--- config.mk ---
export PLATFORM = sky130hd
export DESIGN_NAME = cascade_interlock
export DESIGN_NICKNAME = d
export VERILOG_FILES = /design/src/rtl/cascade_interlock_pkg.sv /design/src/rtl/cil_role_latch.sv /design/src/rtl/cil_in_seq.sv /design/src/rtl/cil_out_seq.sv /design/src/rtl/cascade_interlock.sv
export SDC_FILE = /design/constraint.sdc
export NUM_CORES = 1
export LEC_CHECK = 0
export ABC_CLOCK_PERIOD_IN_PS = 1200
export BUFFER_PORTS_ARGS = -buffer_cell sky130_fd_sc_hd__buf_2
export CAP_MARGIN = 40
export CORE_AREA = 2 2 39 41
export CTS_CLUSTER_SIZE = 8
export DETAILED_ROUTE_END_ITERATION = 6
export DIE_AREA = 0 0 41 43
export HOLD_SLACK_MARGIN = 0.05
export PLACE_DENSITY_LB_ADDON = 0.2
export SLEW_MARGIN = 20
export SYNTH_ARGS = -nofsm -noshare
export SYNTH_HDL_FRONTEND = slang
export SYNTH_SLANG_ARGS = --single-unit
--- constraint.sdc ---
create_clock -name clk -period 1.2 [get_ports clk]
set_input_delay 0.12 -clock clk [delete_from_list [all_inputs] [get_ports clk]]
set_output_delay 0.12 -clock clk [all_outputs]
set_load 0.1 [all_outputs]
--- src/rtl/cascade_interlock_pkg.sv ---
`timescale 1ns/1ps
package cascade_interlock_pkg;
    typedef enum logic [1:0] {
        IN_IDLE = 2'd0,
        IN_PEND = 2'd1,
        IN_DONE = 2'd2
    } in_st_t;

    typedef enum logic [1:0] {
        OUT_IDLE = 2'd0,
        OUT_REQ  = 2'd1,
        OUT_FULL = 2'd2
    } out_st_t;
endpackage

--- src/rtl/cil_role_latch.sv ---
`timescale 1ns/1ps
module cil_role_latch (
    input  logic clk,
    input  logic rst_n,
    input  logic mr_n,
    input  logic chain_in_n,
    output logic master
);
    logic master_q;

    always_ff @(posedge clk or negedge rst_n) begin
        if (!rst_n)
            master_q <= 1'b0;
        else if (!mr_n)
            master_q <= ~chain_in_n;
    end

    assign master = master_q;

    p_role_hold_r1: assert property (@(posedge clk) disable iff (!rst_n)
        mr_n |=> $stable(master_q));
    p_role_capture_r1: assert property (@(posedge clk) disable iff (!rst_n)
        !mr_n |=> (master_q == ~$past(chain_in_n)));
endmodule

--- src/rtl/cil_in_seq.sv ---
`timescale 1ns/1ps
module cil_in_seq
    import cascade_interlock_pkg::*;
(
    input  logic clk,
    input  logic rst_n,
    input  logic mr_n,
    input  logic master,
    input  logic chain_in_n,
    input  logic load_req_n,
    output logic init_in,
    output logic done_n
);
    in_st_t st, st_nxt;
    logic   may_clear;

    assign may_clear = master | ~chain_in_n;

    always_ff @(posedge clk or negedge rst_n) begin
        if (!rst_n)
            st <= IN_IDLE;
        else
            st <= st_nxt;
    end

    always_comb begin
        st_nxt = st;
        if (!mr_n) begin
            st_nxt = IN_IDLE;
        end else begin
            unique case (st)
                IN_IDLE: if (!load_req_n) st_nxt = IN_PEND;
                IN_PEND: if (may_clear)   st_nxt = IN_DONE;
                IN_DONE: if (load_req_n)  st_nxt = IN_IDLE;
                default: st_nxt = IN_IDLE;
            endcase
        end
    end

    always_comb begin
        init_in = 1'b0;
        done_n  = 1'b1;
        unique case (st)
            IN_IDLE: ;
            IN_PEND: init_in = may_clear & mr_n;
            IN_DONE: done_n  = 1'b0;
            default: ;
        endcase
    end

    p_init_single_r5: assert property (@(posedge clk) disable iff (!rst_n)
        init_in |=> !init_in);
    p_done_after_init_r5: assert property (@(posedge clk) disable iff (!rst_n)
        init_in |=> !done_n);
    p_reset_input_r2: assert property (@(posedge clk) disable iff (!rst_n)
        !mr_n |=> done_n);
    p_no_init_in_reset_r2: assert property (@(posedge clk) disable iff (!rst_n)
        !mr_n |-> !init_in);
endmodule

--- src/rtl/cil_out_seq.sv ---
`timescale 1ns/1ps
module cil_out_seq
    import cascade_interlock_pkg::*;
(
    input  logic clk,
    input  logic rst_n,
    input  logic mr_n,
    input  logic master,
    input  logic pull_par,
    input  logic pull_ser_n,
    input  logic up_full,
    input  logic out_drain,
    output logic set_out
);
    out_st_t st, st_nxt;
    logic    want;

    assign want = pull_par | ~pull_ser_n;

    always_ff @(posedge clk or negedge rst_n) begin
        if (!rst_n)
            st <= OUT_IDLE;
        else
            st <= st_nxt;
    end

    always_comb begin
        st_nxt = st;
        if (!mr_n) begin
            st_nxt = OUT_IDLE;
        end else begin
            unique case (st)
                OUT_IDLE: if (want)              st_nxt = OUT_REQ;
                OUT_REQ:  if (master || up_full) st_nxt = OUT_FULL;
                OUT_FULL: if (out_drain)         st_nxt = OUT_IDLE;
                default:  st_nxt = OUT_IDLE;
            endcase
        end
    end

    always_comb begin
        set_out = 1'b0;
        unique case (st)
            OUT_IDLE: ;
            OUT_REQ:  ;
            OUT_FULL: set_out = 1'b1;
            default:  ;
        endcase
    end

    p_flag_clear_r8: assert property (@(posedge clk) disable iff (!rst_n)
        (set_out && out_drain) |=> !set_out);
    p_flag_follow_r7: assert property (@(posedge clk) disable iff (!rst_n)
        ($rose(set_out) && !master) |-> $past(up_full));
    p_reset_output_r2: assert property (@(posedge clk) disable iff (!rst_n)
        !mr_n |=> !set_out);
endmodule

--- src/rtl/cascade_interlock.sv ---
`timescale 1ns/1ps
module cascade_interlock (
    input  logic clk,
    input  logic rst_n,
    input  logic mr_n,
    input  logic chain_in_n,
    input  logic load_req_n,
    input  logic pull_par,
    input  logic pull_ser_n,
    input  logic up_full,
    input  logic out_drain,
    output logic init_in,
    output logic in_done_n,
    output logic set_out,
    output logic is_master
);
    logic master;

    cil_role_latch u_role (
        .clk        (clk),
        .rst_n      (rst_n),
        .mr_n       (mr_n),
        .chain_in_n (chain_in_n),
        .master     (master)
    );

    cil_in_seq u_in (
        .clk        (clk),
        .rst_n      (rst_n),
        .mr_n       (mr_n),
        .master     (master),
        .chain_in_n (chain_in_n),
        .load_req_n (load_req_n),
        .init_in    (init_in),
        .done_n     (in_done_n)
    );

    cil_out_seq u_out (
        .clk        (clk),
        .rst_n      (rst_n),
        .mr_n       (mr_n),
        .master     (master),
        .pull_par   (pull_par),
        .pull_ser_n (pull_ser_n),
        .up_full    (up_full),
        .out_drain  (out_drain),
        .set_out    (set_out)
    );

    assign is_master = master;

    p_leader_flag_r6: assert property (@(posedge clk) disable iff (!rst_n)
        ($rose(set_out) && master) |-> $past(mr_n));
endmodule

Word level (Yosys, flattened, before mapping) --
Cells that the tools add are included.
Cells by class: bitwise operators 5, muxes and demuxes 13, equality and inequality tests 10, reduce and logical (&&, ||, !) cells 5
Operators with widths (number):
- two-way mux 2 bit | 8
- one-hot mux 2 bit (3 select lines) | 2
- != test 3 x 2 -> 1 bit (second input constant) | 3
- != test 3 bit (second input constant) | 3
- AND reduction 3 bit | 2
- equality test 2 x 1 -> 1 bit (second input constant) | 2
- equality test 2 bit (second input constant) | 2
- zero test 2 bit | 2
- two-way mux 1 bit | 3
- inverter 1 bit | 2
- bitwise OR 1 bit | 2
- AND 1 bit | 1
- logical OR 1 bit | 1
Word-level totals: output and inout bits 4, input bits 9, bits in registers 5

Logic depth before layout (Yosys ltp) --
Gate-level depths: netlist (run 1).
depth in word-level cells 5, mapped depth 3

Hierarchy --
Synthesis (run 1) repeated with hierarchy kept, for this count alone.
Unflattened totals: cells, all modules 25, area, all modules 272.8 µm²
By module, submodules not included:
- cil_in_seq | sequential area each 50.0 µm², instances 1, area each 120.1 µm², cells an instance 11
- cil_out_seq | sequential area each 50.0 µm², instances 1, area each 118.9 µm², cells an instance 11
- cil_role_latch | sequential area each 25.0 µm², instances 1, area each 33.8 µm², cells an instance 3

Worst setup path after synthesis (run 1) --
Ideal clock, no wire load.
path kind register -> output, start point reg u_role.master_q (netlist: u_role.master), end point out init_in, arrival 4.018 ns, cell stages (with the launch flop) 3, setup slack -2.938 ns, cells stage by stage dfrtp_1 -> nor2b_2 -> nor4bb_1
Between the ends: longest elaborated chain between the ends 3
RTL lines:
- from (decl) | line cil_role_latch.sv:9 | logic master_q;
- from (signal assigned) | line cil_role_latch.sv:15 | master_q <= ~chain_in_n;
- bitwise OR 1 bit | line cil_in_seq.sv:17 | assign may_clear = master | ~chain_in_n;
- AND 1 bit | line cil_in_seq.sv:45 | IN_PEND: init_in = may_clear & mr_n;
- two-way mux 1 bit | line cil_in_seq.sv:43 | unique case (st)
- to (decl) | line cascade_interlock.sv:12 | output logic init_in,
No other way between the ends.

Worst setup path in the final report (run 1) --
Same ends and word-level chain as after synthesis.

==> results of run 1 <==
-- cell type report --
| type | instances | area [um2] |
|---|---|---|
| flip-flops and latches | 5 | 129 |
| repair buffers | 16 | 153 |
| fillers | 138 | 881 |
| clock buffers | 4 | 26.3 |
| well taps | 16 | 20.0 |
| multi-input cells | 19 | 171 |
| inverters | 1 | 3.75 |
-- timing repair --
item | CTS | global route
buffers inserted | 1 | 0
resized for setup | 0 | 0
pin swaps | 1 | 0
hold buffers | 1 | 0
endpoints found under the hold margin | 5 | 0
endpoints found under the setup margin | 1 | 3
-- worst max-delay path: cells and delay by family, from the launching register on --
kind / cells / cell delay, ns
DFF: 1 / 0.42
buffers and inverters: 1 / 0.21
and+or+nand+nor: 2 / 0.35
-- flip-flops by register name, summed over array words and instances (netlist names) --
register and flops:
u_in.st 2, u_out.st 2, u_role.master 1
-- synthesized netlist by cell type --
cell      count  share of area [%]
nor4bb_1      1                3.7
mux2i_1       1                3.7
inv_1         1                1.4
a21oi_1       1                1.8
nand2b_1      1                2.3
nor3b_2       1                4.6
nor3b_1       2                5.5
nor2b_4       2                 10
and4b_1       1                3.7
nand2_1       1                1.4
dfrtp_1       5                 46
nor2b_2       1                3.2
o21a_1        2                5.5
o21ai_0       1                1.8
nor2_1        4                5.5
-- power breakdown --
group | switching [mW] | internal (mW) | leakage (nW)
Clock | 0.0802 | 0.126 | 0.0150
Sequential | 0.0164 | 0.186 | 0.0637
Combinational | 0.111 | 0.0926 | 0.152
Total | 0.207 | 0.405 | 0.231
-- per-stage QoR --
| stage | util, % | std cells | setup slack [ns] | power [mW] |
|---|---|---|---|---|
| 2_1_floorplan | - | 25 | -0.757 | 0.325 |
| 3_3_place_gp | 33.2 | 55 | 0.0918 | 0.401 |
| 3_5_place_dp | 33.2 | 55 | 0.0786 | 0.405 |
| 4_1_cts | 36.3 | 61 | -0.176 | 0.624 |
| 5_1_grt | 36.3 | 61 | -0.210 | 0.646 |
| 6_report | 36.3 | 61 | -0.160 | 0.612 |
-- metal layers --
layer	up-vias	share of wire, %	GRT usage, %
li1	127	-	-
met1	109	42	10.8
met2	9	46	10.0
met3	2	8.2	6.28
met4	0	3.2	10.0
met5	-	0	0
-- logic make-up (layout without fill, tap and decap cells) --
logic type | count (synthesis) | in the layout
flip-flops | 5 | 5
multiplexers | 1 | 1
buffers and inverters | 1 | 21
AO/OA/AOI/OAI | 4 | 4
AND/OR/NAND/NOR | 14 | 14
-- path summary, 6_finish.rpt --
path,cells past startpoint,endpoint
max,3,init_in
min,2,u_role.master$_DFFE_PN0N_
max reg2reg,4,u_out.st[1]$_DFFE_PN0P_
min reg2reg,1,u_out.st[0]$_DFFE_PN0P_
max in group asynchronous,2,u_role.master$_DFFE_PN0N_
min in group asynchronous,2,u_role.master$_DFFE_PN0N_
==> results.md, run 1 <==
- Summing every instance area after synthesis gives 273 um2.
- The netlist uses 15 different library cells.
- The via count of the first global-routing pass is about 250.
- Max-cap violations in this run came to 0.
- The clock drives 5 sinks.
- The number of synthesized register bits is 5.
- The worst path uses 113% of the clock period.
- 13 I/O pins were placed.
- The synthesized netlist net count is 34.
- Of the synthesized area, sequential elements account for 45.9%.
- The area growth from synthesis to final layout is 84.4%.
- The path type of the worst setup path is reg2out.
- The total detailed-routing wirelength is 587 um.
- IR analysis of the VDD net gives a maximum drop of 0.000403 V.
- Of the total synthesized cell area, the portion taken by AND, OR, NAND and NOR gates is 39.9%.
- Dividing the detail-routed wire length by the instance count gives 9.62 um.
- Data on the critical path is required at its endpoint by 1.08 ns.
- The cell count after synthesis is 25.
- The repair_antennas step left the layout with diodes totalling 0.
- Setup repair after global routing could not meet its margin everywhere.
- The top cell types in the final layout, fill and taps aside, are buf_2 (8), nor2_1 (4), buf_12 (4), dfrtp_1 (4).
- The via density per instance is 4.05.
- After synthesis, the share of cell area in mux cells is 3.67%.
- The final setup skew is 0.00186 ns.
- The final weighted congestion in routability-driven placement is 0.723.
- The width of the die is about 41 um.
- The die is 43 um tall.
- The fraction of the mapped netlist area in adder cells is 0%.
- The total number of yosys warnings is 0.
- Summing the areas of all xor and xnor instances in the mapped netlist gives 0% of the synthesized area.
- The core area is 1380 um2.
- The peak clock frequency supported by timing is 735 MHz.
- After layout, the worst setup slack is -0.160 ns.
- The finished cells cover between 500 and 600 um2.
- In the final timing run, aggregate negative setup slack is -0.160 ns.
- Buffers inserted during clock tree synthesis total 3.
- The cell type of the slowest stage on the worst timing path is dfrtp_4.
- The worst setup path is launched from a flop.
- The clock root buffer is clkbuf_4.
- The compound-cell area share of the yosys netlist is 9.17%.
- The total count of hold-check failures in the final report was 0.
- The relative slew slack is 82.7%.
- The initial antenna violation count came to 0.
- The detailed placer's ending HPWL is 476 um.
- The analysis attributes to cell leakage a power of 0.231 nW.
- After the first detailed-routing iteration, the DRC count stood at 2.
- The overflow left after global routing is 0.
- The final-stage net count is 55.
- The pin count of the biggest net entering global routing is 7.
- After detailed routing, the number of remaining DRC violations is 0.
- The worst register-to-register path begins at u_role.master$_DFFE_PN0N_.
- The areal power density over the cells is around 1200 nW/um2.
- The worst hold path startpoint is chain_in_n.
- On the final layout, the worst hold slack is slightly below 0.06 ns.
- The path category of the worst min-delay check is in2reg.
- The count of TritonRoute iterations in the first routing pass is 4.
- Setup violations remaining at the end of the flow were counted as 1.
- After synthesis, the mean cell area works out to 10.9 um2.
- The most frequent standard cell in the layout excluding fill and tap cells is buf_2.
- The total vias in the final route is 247.
- The kind of end point of the critical path is an output port.
- The count of pins over their slew limit is 0.
- For the worst setup path, the data arrival time is 1.24 ns.
- The aggregate global-route resource usage is 9.29%.
- Along the worst path, the maximum fanout reaches 2.
- The checks that failed: setup timing.
- The clock slew at the register clock pins of the worst setup and hold paths is 0.05 ns.
- The transition time of the tightest slew-check pin is about 0.26 ns.
- The die area is 1760 um2.
- Walking the worst path, the cells encountered are nor2b_4, nor4bb_4, buf_12.
- TritonCTS built the clock tree.
- The area of placed instances is 459 um2.
- The smallest clock period supported by the final layout is computed as 1.36 ns.
- The most critical setup path has its startpoint at u_role.master$_DFFE_PN0N_.
- The flow ran to the end, but the final reports show violations.
- The slack of the worst reg-to-reg path is 0.13 ns.
- The global-route wire length before repair is 979 um.
- The remaining antenna violation count after routing is 0.
- The latest clock arrival within the worst-skew pair is 0.25 ns.
- During placement, the flow inserted port buffers numbering 12.
- The initial core utilization is 19.7%.
- By area, the combinational part of the netlist is dominated by simple AND/OR/NAND/NOR gates.
- The deepest clock path buffer count is 2.
- In this design, the stage delay of the slowest critical-path cell is approximately 0.42 ns.
- The row count is 14.
- Cells with a size suffix above 1 make up 55.6% of the layout.
- The count of H-tree levels built during CTS is 1.
No activity file was read; power rests on OpenSTA's default activity.
==> run 2: changes to the inputs <==
BUFFER_PORTS_ARGS = -buffer_cell sky130_fd_sc_hd__buf_4   (was -buffer_cell sky130_fd_sc_hd__buf_2)
CTS_CLUSTER_SIZE = 28   (was 8)
==> run 2 against run 1 <==
Compared with the run above: the flow still finishes with violations (setup timing); global-route usage grew 0.19 points; critical path depth is the same; clock power fell by 8%; via count increased by 1.6%; cell count unchanged; cell area increased by 1.2%; die area unchanged; total power fell by 2.6%; routed wire length increased by 0.17%; fmax increased by 1.0%; setup slack improved by 0.014 ns; flip-flop and latch count unchanged; critical endpoint unchanged; largest cell class unchanged; largest power group is now registers.
==> results.md, run 2 (same netlist as run 1, synthesis figures left out) <==
- The setup TNS is -0.146 ns (was -0.160 ns).
- Violations in the final reports: setup timing (unchanged).
- The area growth from synthesis to final layout came to 86.7% (was 84.4%).
- The count of pins over their slew limit is 0 (unchanged).
- The antenna cell count was 0 (unchanged).
- The final-layout worst hold slack is 0.0672 ns (was 0.0590 ns).
- The total vias in the final route is 251 (was 247).
- The internal power contribution came to 405 uW (about the same).
- The count of pins on the block boundary is 13 (unchanged).
- The fraction of layout instances using a drive strength above 1 is 55.6% (unchanged).
- The leakage dissipation is 0.234 nW (was 0.231 nW).
- The latest clock arrival within the worst-skew pair is 0.24 ns (was 0.25 ns).
- The reported net switching power came to 191 uW (was 207 uW).
- The initial antenna violation count came to 0 (unchanged).
- The most frequent standard cell in the layout excluding fill and tap cells was buf_4 (was buf_2).
- The data arrival time of the critical path came to 1.23 ns (was 1.24 ns).
- The initial core utilization is 19.7% (unchanged).
- The setup slack after layout is -0.146 ns (was -0.160 ns).
- The TritonCTS clock tree is yes (unchanged).
- Most frequent cells in the layout: buf_4 (10), nor2_1 (4), dfrtp_1 (4) (was buf_2 (8), nor2_1 (4), buf_12 (4), dfrtp_1 (4)).
- The final-stage net count was 55 (unchanged).
- The die boundary height came to 43 um (unchanged).
- The number of port buffers came to 12 (unchanged).
- The pin count of the biggest net entering global routing is 7 (unchanged).
- The relative slew slack is 86.1% (was 82.7%).
- The count of TritonRoute iterations in the first routing pass was 4 (unchanged).
- The remaining antenna violation count after routing is 0 (unchanged).
- The final setup skew came to 0.00408 ns (was 0.00186 ns).
- The share of the core filled with cells in the final layout is 36.8% (was 36.3%).
- Result of the run: complete, but fails checks (unchanged).
- The number of buffers created by CTS is 3 (unchanged).
- The die area is 1760 um2 (unchanged).
- The kind of end point of the critical path is an output port (unchanged).
- The total detailed-routing wirelength was 588 um (was 587 um).
- The count of H-tree levels built during CTS is 1 (unchanged).
- The switching share of total power was 32.1% (was 33.9%).
- The nature of the critical path startpoint is a flop (unchanged).
- The path type of the worst setup path was reg2out (unchanged).
- The core area is 1380 um2 (unchanged).
- The global-route wire length before repair was 1020 um (was 979 um).
- Cells along the critical path: nor2b_4, nor4bb_4, buf_6 (was nor2b_4, nor4bb_4, buf_12).
- The data required time at the worst endpoint is 1.08 ns (about the same).
- The clock network power share is 32.0% (was 33.7%).
- The worst-case vdd ir drop is 0.000547 V (was 0.000403 V).
- Setup repair after global routing missed its margin: yes (unchanged).
- The width of the die is 41 um (unchanged).
- The largest driver fanout on the critical path is 2 (unchanged).
- The overflow left after global routing is 0 (unchanged).
- The clock slew at the register clock pins of the worst setup and hold paths is 0.04 ns (was 0.05 ns).
- The sequential share of power is 34.0% (was 33.0%).
- The detailed placer's ending HPWL is 495 um (was 476 um).
- The aggregate global-route resource usage was 9.49% (was 9.29%).
- The residual DRC count is 0 (unchanged).
- The final cycle utilization of the critical path came to 112% (was 113%).
- The via count of the first global-routing pass is 237 (was 252).
- The areal power density over the cells is 1170 nW/um2 (was 1220 nW/um2).
- The final count of negative-setup-slack endpoints is 1 (unchanged).
- The deepest clock path buffer count is 2 (unchanged).
- The slack of the worst reg-to-reg path is 0.13 ns (about the same).
- The row count is 14 (unchanged).
- The total count of hold-check failures in the final report is 0 (unchanged).
- The transition time of the tightest slew-check pin is 0.208 ns (was 0.260 ns).
- The final weighted congestion in routability-driven placement is 0.658 (was 0.723).
- The number of sinks handled by clock tree synthesis was 5 (unchanged).
- The via density per instance is 4.11 (was 4.05).
- The portion of total power attributed to combinational logic is 34.0% (was 33.2%).
- The largest stage delay on the critical path came to 0.42 ns (about the same).
- The clock root buffer is clkbuf_4 (unchanged).
- The cell type of the slowest stage on the worst timing path is dfrtp_4 (unchanged).
- The final critical path time including I/O delays and setup is 1.35 ns (was 1.36 ns).
- The routed wire length per instance came to 9.64 um (was 9.62 um).
- The path category of the worst min-delay check was in2reg (unchanged).
- The peak clock frequency supported by timing is 743 MHz (was 735 MHz).
- The number of maximum-capacitance constraint violations was 0 (unchanged).
- The iteration-0 DRC count of the detailed router is 3 (was 2).
run 2: what timing repair did:
item,in CTS,in global routing
pin swaps,1,0
hold endpoints to repair,5,0
hold buffers,1,0
setup endpoints to repair,4,3
gates resized for setup,6,3
setup buffers,1,0
run 2: metrics by stage:
| stage | power [mW] | worst slack, ns | instances | instance area (um2) |
|---|---|---|---|---|
| 3_5_place_dp | 0.384 | 0.0383 | 55 | 429 |
| 2_1_floorplan | 0.325 | -0.757 | 25 | 304 |
| 6_report | 0.597 | -0.146 | 61 | 509 |
| 3_3_place_gp | 0.380 | 0.0487 | 55 | 429 |
| 5_1_grt | 0.649 | -0.215 | 61 | 509 |
| 4_1_cts | 0.603 | -0.166 | 61 | 497 |
run 2: cell type report:
cell class / instances / area (um2)
clock buffers: 4 / 26.3
fillers: 146 / 875
inverters: 1 / 3.75
multi-input cells: 19 / 171
flip-flops and latches: 5 / 129
well taps: 16 / 20.0
repair buffers: 16 / 159
run 2: final timing paths:
path / to / from / cells past startpoint
min reg2reg: u_out.st[0]$_DFFE_PN0P_ / u_out.st[1]$_DFFE_PN0P_ / 1
min: u_role.master$_DFFE_PN0N_ / chain_in_n / 2
max: init_in / u_role.master$_DFFE_PN0N_ / 3
max reg2reg: u_out.st[1]$_DFFE_PN0P_ / u_role.master$_DFFE_PN0N_ / 4
max in group asynchronous: u_role.master$_DFFE_PN0N_ / rst_n / 2
min in group asynchronous: u_out.st[0]$_DFFE_PN0P_ / rst_n / 2
run 2: critical path: cells and delay by family (launching register included):
kind / cells / cell delay, ns
DFF: 1 / 0.42
buffers and inverters: 1 / 0.26
and+or+nand+nor: 2 / 0.31
run 2: metal layers:
metal	vias up	part of all wire [%]	global-route usage (%)	routed length [um]
met5	-	0	0	0
met4	0	0	4.00	0
met3	0	9.0	9.42	53
met2	8	51	12.2	297
met1	117	40	10.1	237
li1	126	-	-	-
run 2: power by group through the flow:
stage,Clock [mW],Combinational [mW],Sequential (mW)
5_1_grt,0.229,0.215,0.205
3_5_place_dp,0,0.179,0.205
6_report,0.191,0.203,0.203
2_1_floorplan,0,0.0938,0.232
4_1_cts,0.203,0.197,0.203
3_3_place_gp,0,0.176,0.204
